## config.mk

```make
export PLATFORM = sky130hd
export DESIGN_NAME = early_load_inval_unit
export DESIGN_NICKNAME = d
export VERILOG_FILES = /design/src/rtl/elq_pkg.sv /design/src/rtl/elq_hazard_match.sv /design/src/rtl/elq_entry.sv /design/src/rtl/early_load_inval_unit.sv
export SDC_FILE = /design/constraint.sdc
export NUM_CORES = 2
export LEC_CHECK = 0
export BUFFER_PORTS_ARGS = -buffer_cell sky130_fd_sc_hd__buf_4
export CORE_ASPECT_RATIO = 0.9
export CORE_MARGIN = 3
export CORE_UTILIZATION = 50
export DETAILED_ROUTE_END_ITERATION = 10
export GPL_TIMING_DRIVEN = 0
export PLACE_DENSITY = 0.68
export SYNTH_ARGS = -nofsm -noshare
export SYNTH_HDL_FRONTEND = slang
export SYNTH_SLANG_ARGS = --single-unit
```

## constraint.sdc

```tcl
create_clock -name clk -period 7.6 [get_ports clk]
set_clock_uncertainty 0.15 [all_clocks]
set_input_delay 1.52 -clock clk [delete_from_list [all_inputs] [get_ports clk]]
set_output_delay 1.52 -clock clk [all_outputs]
set_load 0.005 [all_outputs]
```

## src/rtl/elq_pkg.sv

```systemverilog
package elq_pkg;
    parameter int NUM_ENTRIES = 16;
    parameter int REG_W       = 4;
    parameter int ADDR_W      = 32;
    parameter int DATA_W      = 32;
    parameter int OFS_W       = 2;
    localparam int IDX_W      = $clog2(NUM_ENTRIES);

    typedef struct packed {
        logic              valid;
        logic              started;
        logic [REG_W-1:0]  base;
        logic [ADDR_W-1:0] addr;
        logic [DATA_W-1:0] data;
    } elq_entry_t;

    // word-granular address equality, byte offset ignored
    function automatic logic same_word(input logic [ADDR_W-1:0] a,
                                       input logic [ADDR_W-1:0] b);
        return ((a ^ b) >> OFS_W) == '0;
    endfunction
endpackage

```

## src/rtl/elq_hazard_match.sv

```systemverilog
module elq_hazard_match
    import elq_pkg::*;
(
    input  logic              ent_valid,
    input  logic              ent_started,
    input  logic [REG_W-1:0]  ent_base,
    input  logic [ADDR_W-1:0] ent_addr,
    input  logic              dec_en,
    input  logic [REG_W-1:0]  dec_dest,
    input  logic              st_en,
    input  logic [ADDR_W-1:0] st_addr,
    output logic              dec_hit,
    output logic              st_hit,
    output logic              kill
);
    logic armed;

    always_comb begin
        armed   = ent_valid & ent_started;
        dec_hit = armed & dec_en & (dec_dest == ent_base);
        st_hit  = armed & st_en & same_word(st_addr, ent_addr);
        kill    = dec_hit | st_hit;
    end
endmodule

```

## src/rtl/elq_entry.sv

```systemverilog
module elq_entry
    import elq_pkg::*;
(
    input  logic              clk,
    input  logic              rst,
    input  logic              alloc_hit,
    input  logic [REG_W-1:0]  alloc_base,
    input  logic [ADDR_W-1:0] alloc_addr,
    input  logic              dealloc_hit,
    input  logic              start_hit,
    input  logic              start_busy,
    input  logic              fill_hit,
    input  logic [DATA_W-1:0] fill_data,
    input  logic              kill,
    output elq_entry_t        q
);
    always_ff @(posedge clk) begin
        if (rst || dealloc_hit) begin
            q <= '0;
        end else if (alloc_hit) begin
            q.valid   <= 1'b1;
            q.started <= 1'b0;
            q.base    <= alloc_base;
            q.addr    <= alloc_addr;
            q.data    <= '0;
        end else begin
            if (start_hit && q.valid && !q.started) begin
                if (start_busy) q.valid   <= 1'b0;
                else            q.started <= 1'b1;
            end
            if (kill)
                q.valid <= 1'b0;
            else if (fill_hit && q.valid && q.started)
                q.data <= fill_data;
        end
    end

    p_valid_from_alloc_r2: assert property (@(posedge clk) disable iff (rst)
        $rose(q.valid) |-> $past(alloc_hit));

    p_start_clear_r3: assert property (@(posedge clk) disable iff (rst)
        (start_hit && !start_busy && q.valid && !q.started && !alloc_hit && !dealloc_hit)
        |=> q.started);

    p_start_busy_r4: assert property (@(posedge clk) disable iff (rst)
        (start_hit && start_busy && q.valid && !q.started && !alloc_hit && !dealloc_hit)
        |=> (!q.valid && !q.started));

    p_kill_drops_r5: assert property (@(posedge clk) disable iff (rst)
        (kill && !alloc_hit && !dealloc_hit) |=> !q.valid);

    p_dead_data_frozen_r9: assert property (@(posedge clk) disable iff (rst)
        ((!(q.valid && q.started) || kill) && !alloc_hit && !dealloc_hit)
        |=> $stable(q.data));

    p_dealloc_clears_r10: assert property (@(posedge clk) disable iff (rst)
        dealloc_hit |=> (q == '0));
endmodule

```

## src/rtl/early_load_inval_unit.sv

```systemverilog
module early_load_inval_unit
    import elq_pkg::*;
(
    input  logic              clk,
    input  logic              rst,
    input  logic              alloc_en,
    input  logic [IDX_W-1:0]  alloc_idx,
    input  logic [REG_W-1:0]  alloc_base,
    input  logic [ADDR_W-1:0] alloc_addr,
    input  logic              dealloc_en,
    input  logic [IDX_W-1:0]  dealloc_idx,
    input  logic              start_en,
    input  logic [IDX_W-1:0]  start_idx,
    input  logic              start_base_busy,
    input  logic              fill_en,
    input  logic [IDX_W-1:0]  fill_idx,
    input  logic [DATA_W-1:0] fill_data,
    input  logic              dec_en,
    input  logic [REG_W-1:0]  dec_dest,
    input  logic              st_en,
    input  logic [ADDR_W-1:0] st_addr,
    input  logic [IDX_W-1:0]  rd_idx,
    output logic              rd_valid,
    output logic              rd_started,
    output logic [DATA_W-1:0] rd_data
);
    elq_entry_t             ent   [NUM_ENTRIES];
    logic [NUM_ENTRIES-1:0] kill_v;
    logic [NUM_ENTRIES-1:0] dec_v;
    logic [NUM_ENTRIES-1:0] st_v;

    for (genvar g = 0; g < NUM_ENTRIES; g++) begin : g_slot
        elq_hazard_match u_match (
            .ent_valid   (ent[g].valid),
            .ent_started (ent[g].started),
            .ent_base    (ent[g].base),
            .ent_addr    (ent[g].addr),
            .dec_en      (dec_en),
            .dec_dest    (dec_dest),
            .st_en       (st_en),
            .st_addr     (st_addr),
            .dec_hit     (dec_v[g]),
            .st_hit      (st_v[g]),
            .kill        (kill_v[g])
        );

        elq_entry u_entry (
            .clk         (clk),
            .rst         (rst),
            .alloc_hit   (alloc_en   && (alloc_idx   == IDX_W'(g))),
            .alloc_base  (alloc_base),
            .alloc_addr  (alloc_addr),
            .dealloc_hit (dealloc_en && (dealloc_idx == IDX_W'(g))),
            .start_hit   (start_en   && (start_idx   == IDX_W'(g))),
            .start_busy  (start_base_busy),
            .fill_hit    (fill_en    && (fill_idx    == IDX_W'(g))),
            .fill_data   (fill_data),
            .kill        (kill_v[g]),
            .q           (ent[g])
        );
    end

    always_comb begin
        rd_valid   = ent[rd_idx].valid;
        rd_started = ent[rd_idx].started;
        rd_data    = ent[rd_idx].valid ? ent[rd_idx].data : '0;
    end

    // the two searches are independent: a store hit never needs a decode hit
    p_search_split_r7: assert property (@(posedge clk) disable iff (rst)
        !dec_en |-> (dec_v == '0));

    p_store_gate_r6: assert property (@(posedge clk) disable iff (rst)
        !st_en |-> (st_v == '0));
endmodule

```

==> impl_metrics.ini <==
[detailed_routing]
first_pass_iters = 11
vias_per_cell = 6.60
drcViolationCount = 2
detail-route-antenna-nets = 0
routedWlPerCell_um = 30.3
dr.first_iter.drc_count = 9863
vias = 51183
drt_wl_total_mm = 235

[setup_path]
cp_data_required_time_ns = 5.93
path_buf_inv = 4
end_kind = output pin
startpoint_type = primary input
worst_path_largest_cell_delay_ns = 0.94
crit_arrival_ns = 4.82
cpLargestDelayFamily = buffers and inverters
crit_chain = buf_2 -> buf_2 -> buf_1 -> mux4_2 -> mux4_2 -> nor2b_1 -> buf_4
cpMaxStageDelayCell = buf_1
critical_path_class = in -> out
crit_fanout = 10

[power]
total_leakage_power_nw = 19.3
power_density_nw_per_um2 = 214
ir_worst_vdd_uv = 181

[logic_synthesis]
yosysWarnings = 0
synth_area_per_cell_sq_um = 8.64
seq_area_frac_synth = 0.414
syn_area_sq_um = 52600
synth_ff_type = dfxtp_1
synth-edff-count = 0
syn_nets = 6224
ys_seq_elements = 1088
synthesis.instances = 6091
async_flop_share = 0
ys_types = 53

[clock_tree]
clock_path_buffers = 3
cts-root-buf = clkbuf_16
worstSkewPairLatency_ns = 0.74
tritoncts = yes
clock_sinks = 1088
postCtsSetupBuffers = 0
ctsHoldBuffers = 0
clk_pin_slew_ns = 0.05
h-tree-depth = 3
post_cts_resized = 0
cts_buffers = 113

[sta]
rsz0062_at_grt = false
maxSlewViolCount = 68
final.min_clock_period_ns = 6.49
tightest_slew_ns = 1.63
fmax_mhz = 154
max-slew-margin-rel = -0.0883
setup_viol = 0
setup_tns_ns = 0
hold_viol = 0
period_share = 0.854

[global_routing]
grt_pass1_vias = 45871
grt_pass1_wl_mm = 327
grt_usage = 0.413
grt_max_degree = 15
antenna_found_initial = 33
gr-total-overflow = 0

[layout]
drive_gt1_frac = 0.113
largest_reg_flops = 1088
stdcell_count = 7751
layout_commonest_cell = nand2_1
ff_latch_area_sq_um = 21800
final_nets = 6408
multi_input_area_sq_um = 27500
top_regs = g_slot.u_entry.q (1088)
nFillCells = 9518
largest_register = g_slot.u_entry.q
final_cell_mix = 1,122 x nand2_1, 1,088 x dfxtp_1, 559 x a21oi_1
area_delta_synth_final_pct = 11.6

[run_status]
violations = DRC, capacitance limit, slew limit
status = finished, violations left

[job]
cap_violations = 10

[place]
gp_congestion = 1.04
io_buffers = 57
post-dp-hpwl_mm = 160
dp_cells = 7527

[floorplanning]
io_pins = 167
start_util = 0.506
rows = 112
die_h_um = 314
die_area_sq_um = 109000
coreArea_sq_um = 104000
dieWidth_um = 348

[hold_path]
hold_class = reg -> reg
## cells in the mapped netlist, types with 3 or more instances
cell type        instances  share of area
or2_2                    6        0.00071
nor2_2                  30         0.0036
nor4_1                  69         0.0082
nor2b_1                 37         0.0044
xor2_1                 253          0.042
nand4_1                 83         0.0099
buf_2                   91         0.0087
a21boi_1               251          0.036
nand2b_1                 5        0.00059
buf_4                   29         0.0041
a21oi_1                559          0.053
nor2_1                  55         0.0039
buf_1                   53         0.0038
o31ai_4                  4         0.0016
buf_12                   4         0.0015
mux4_2                 169          0.072
and3b_1                  4        0.00067
nand2_1               1122          0.080
nand3_1                510          0.048
nor4_2                   3        0.00071
a21o_1                  12         0.0017
clkdlybuf4s50_2         17         0.0036
xnor2_1                290          0.048
buf_8                    5         0.0014
mux2i_1                 33         0.0063
clkbuf_1               368          0.026
o311ai_0                15         0.0025
or3_1                   11         0.0013
and3_1                  11         0.0013
nor3b_1                  5        0.00071
a31oi_1                 27         0.0032
o21ai_1                 13         0.0012
buf_6                   49          0.010
nor3_1                  39         0.0037
a31o_2                  15         0.0025
a21boi_0               229          0.033
dfxtp_1               1088           0.41
clkbuf_8                11         0.0029
nand3b_1                 6        0.00086
o21ai_0                469          0.045
clkbuf_4                22         0.0031
o31a_1                   4        0.00067
## report_power, final
| group | internal (W) | leakage (nW) | switching, W |
|---|---|---|---|
| sequential | 0.00574 | 8.77 | 0.0000286 |
| combinational | 0.000314 | 8.71 | 0.000821 |
| clock | 0.00320 | 1.81 | 0.00247 |
## routing by layer
layer  share of wire  GRT usage
met5         0.00075          0
met4           0.071      0.257
met3            0.16      0.164
met2            0.40      0.562
met1            0.37      0.545
## per-stage QoR
step / util / power (W) / hold slack (ns) / worst slack (ns) / instance area [sq um]
after floorplan: - / 0.00650 / 0.298 / 2.63 / 52600
after detailed placement: 0.528 / 0.00695 / 0.308 / 1.33 / 55000
after global routing: 0.564 / 0.0127 / 0.331 / 1.23 / 58700
after CTS: 0.563 / 0.0124 / 0.316 / 1.33 / 58600
after global placement: 0.526 / 0.00695 / 0.303 / 1.35 / 54800
final: 0.564 / 0.0126 / 0.314 / 1.11 / 58700
## layout make-up
type                       instances  area share
buffer                           649      0.0591
tap                             1368      0.0291
clock inverter                    24     0.00405
multi-input combinational       4353       0.468
timing repair buffer              69     0.00965
inverter                           1   0.0000639
clock buffer                     172      0.0581
sequential                      1088       0.371
antenna                           27     0.00115
## final timing paths
path | from | endpoint | slack (ns) | cells after the start
max | rd_idx[0] | rd_data[21] | 1.11 | 7
min | g_slot[5].u_entry.q[43] | g_slot[5].u_entry.q[43] | 0.31 | 2
max reg2reg | g_slot[5].u_entry.q[69] | g_slot[5].u_entry.q[69] | 4.31 | 6
min reg2reg | g_slot[5].u_entry.q[43] | g_slot[5].u_entry.q[43] | 0.31 | 2
## logic make-up (layout without fill, tap and decap cells)
family,Yosys count,after routing,share of synthesized area
buf+inv,650,915,0.0660
flops,1088,1088,0.414
compound gates,1601,1601,0.180
other cells,0,27,0
simple gates,2005,2005,0.171
xor+xnor,544,544,0.0906
mux,203,203,0.0788
## tightest hold or removal path, stage by stage (launching register included)
cell	delay, ns
dfxtp_1	0.31
nand2_1	0.05
a21oi_1	0.05
Note: power is estimated with default switching activity, not from simulation.
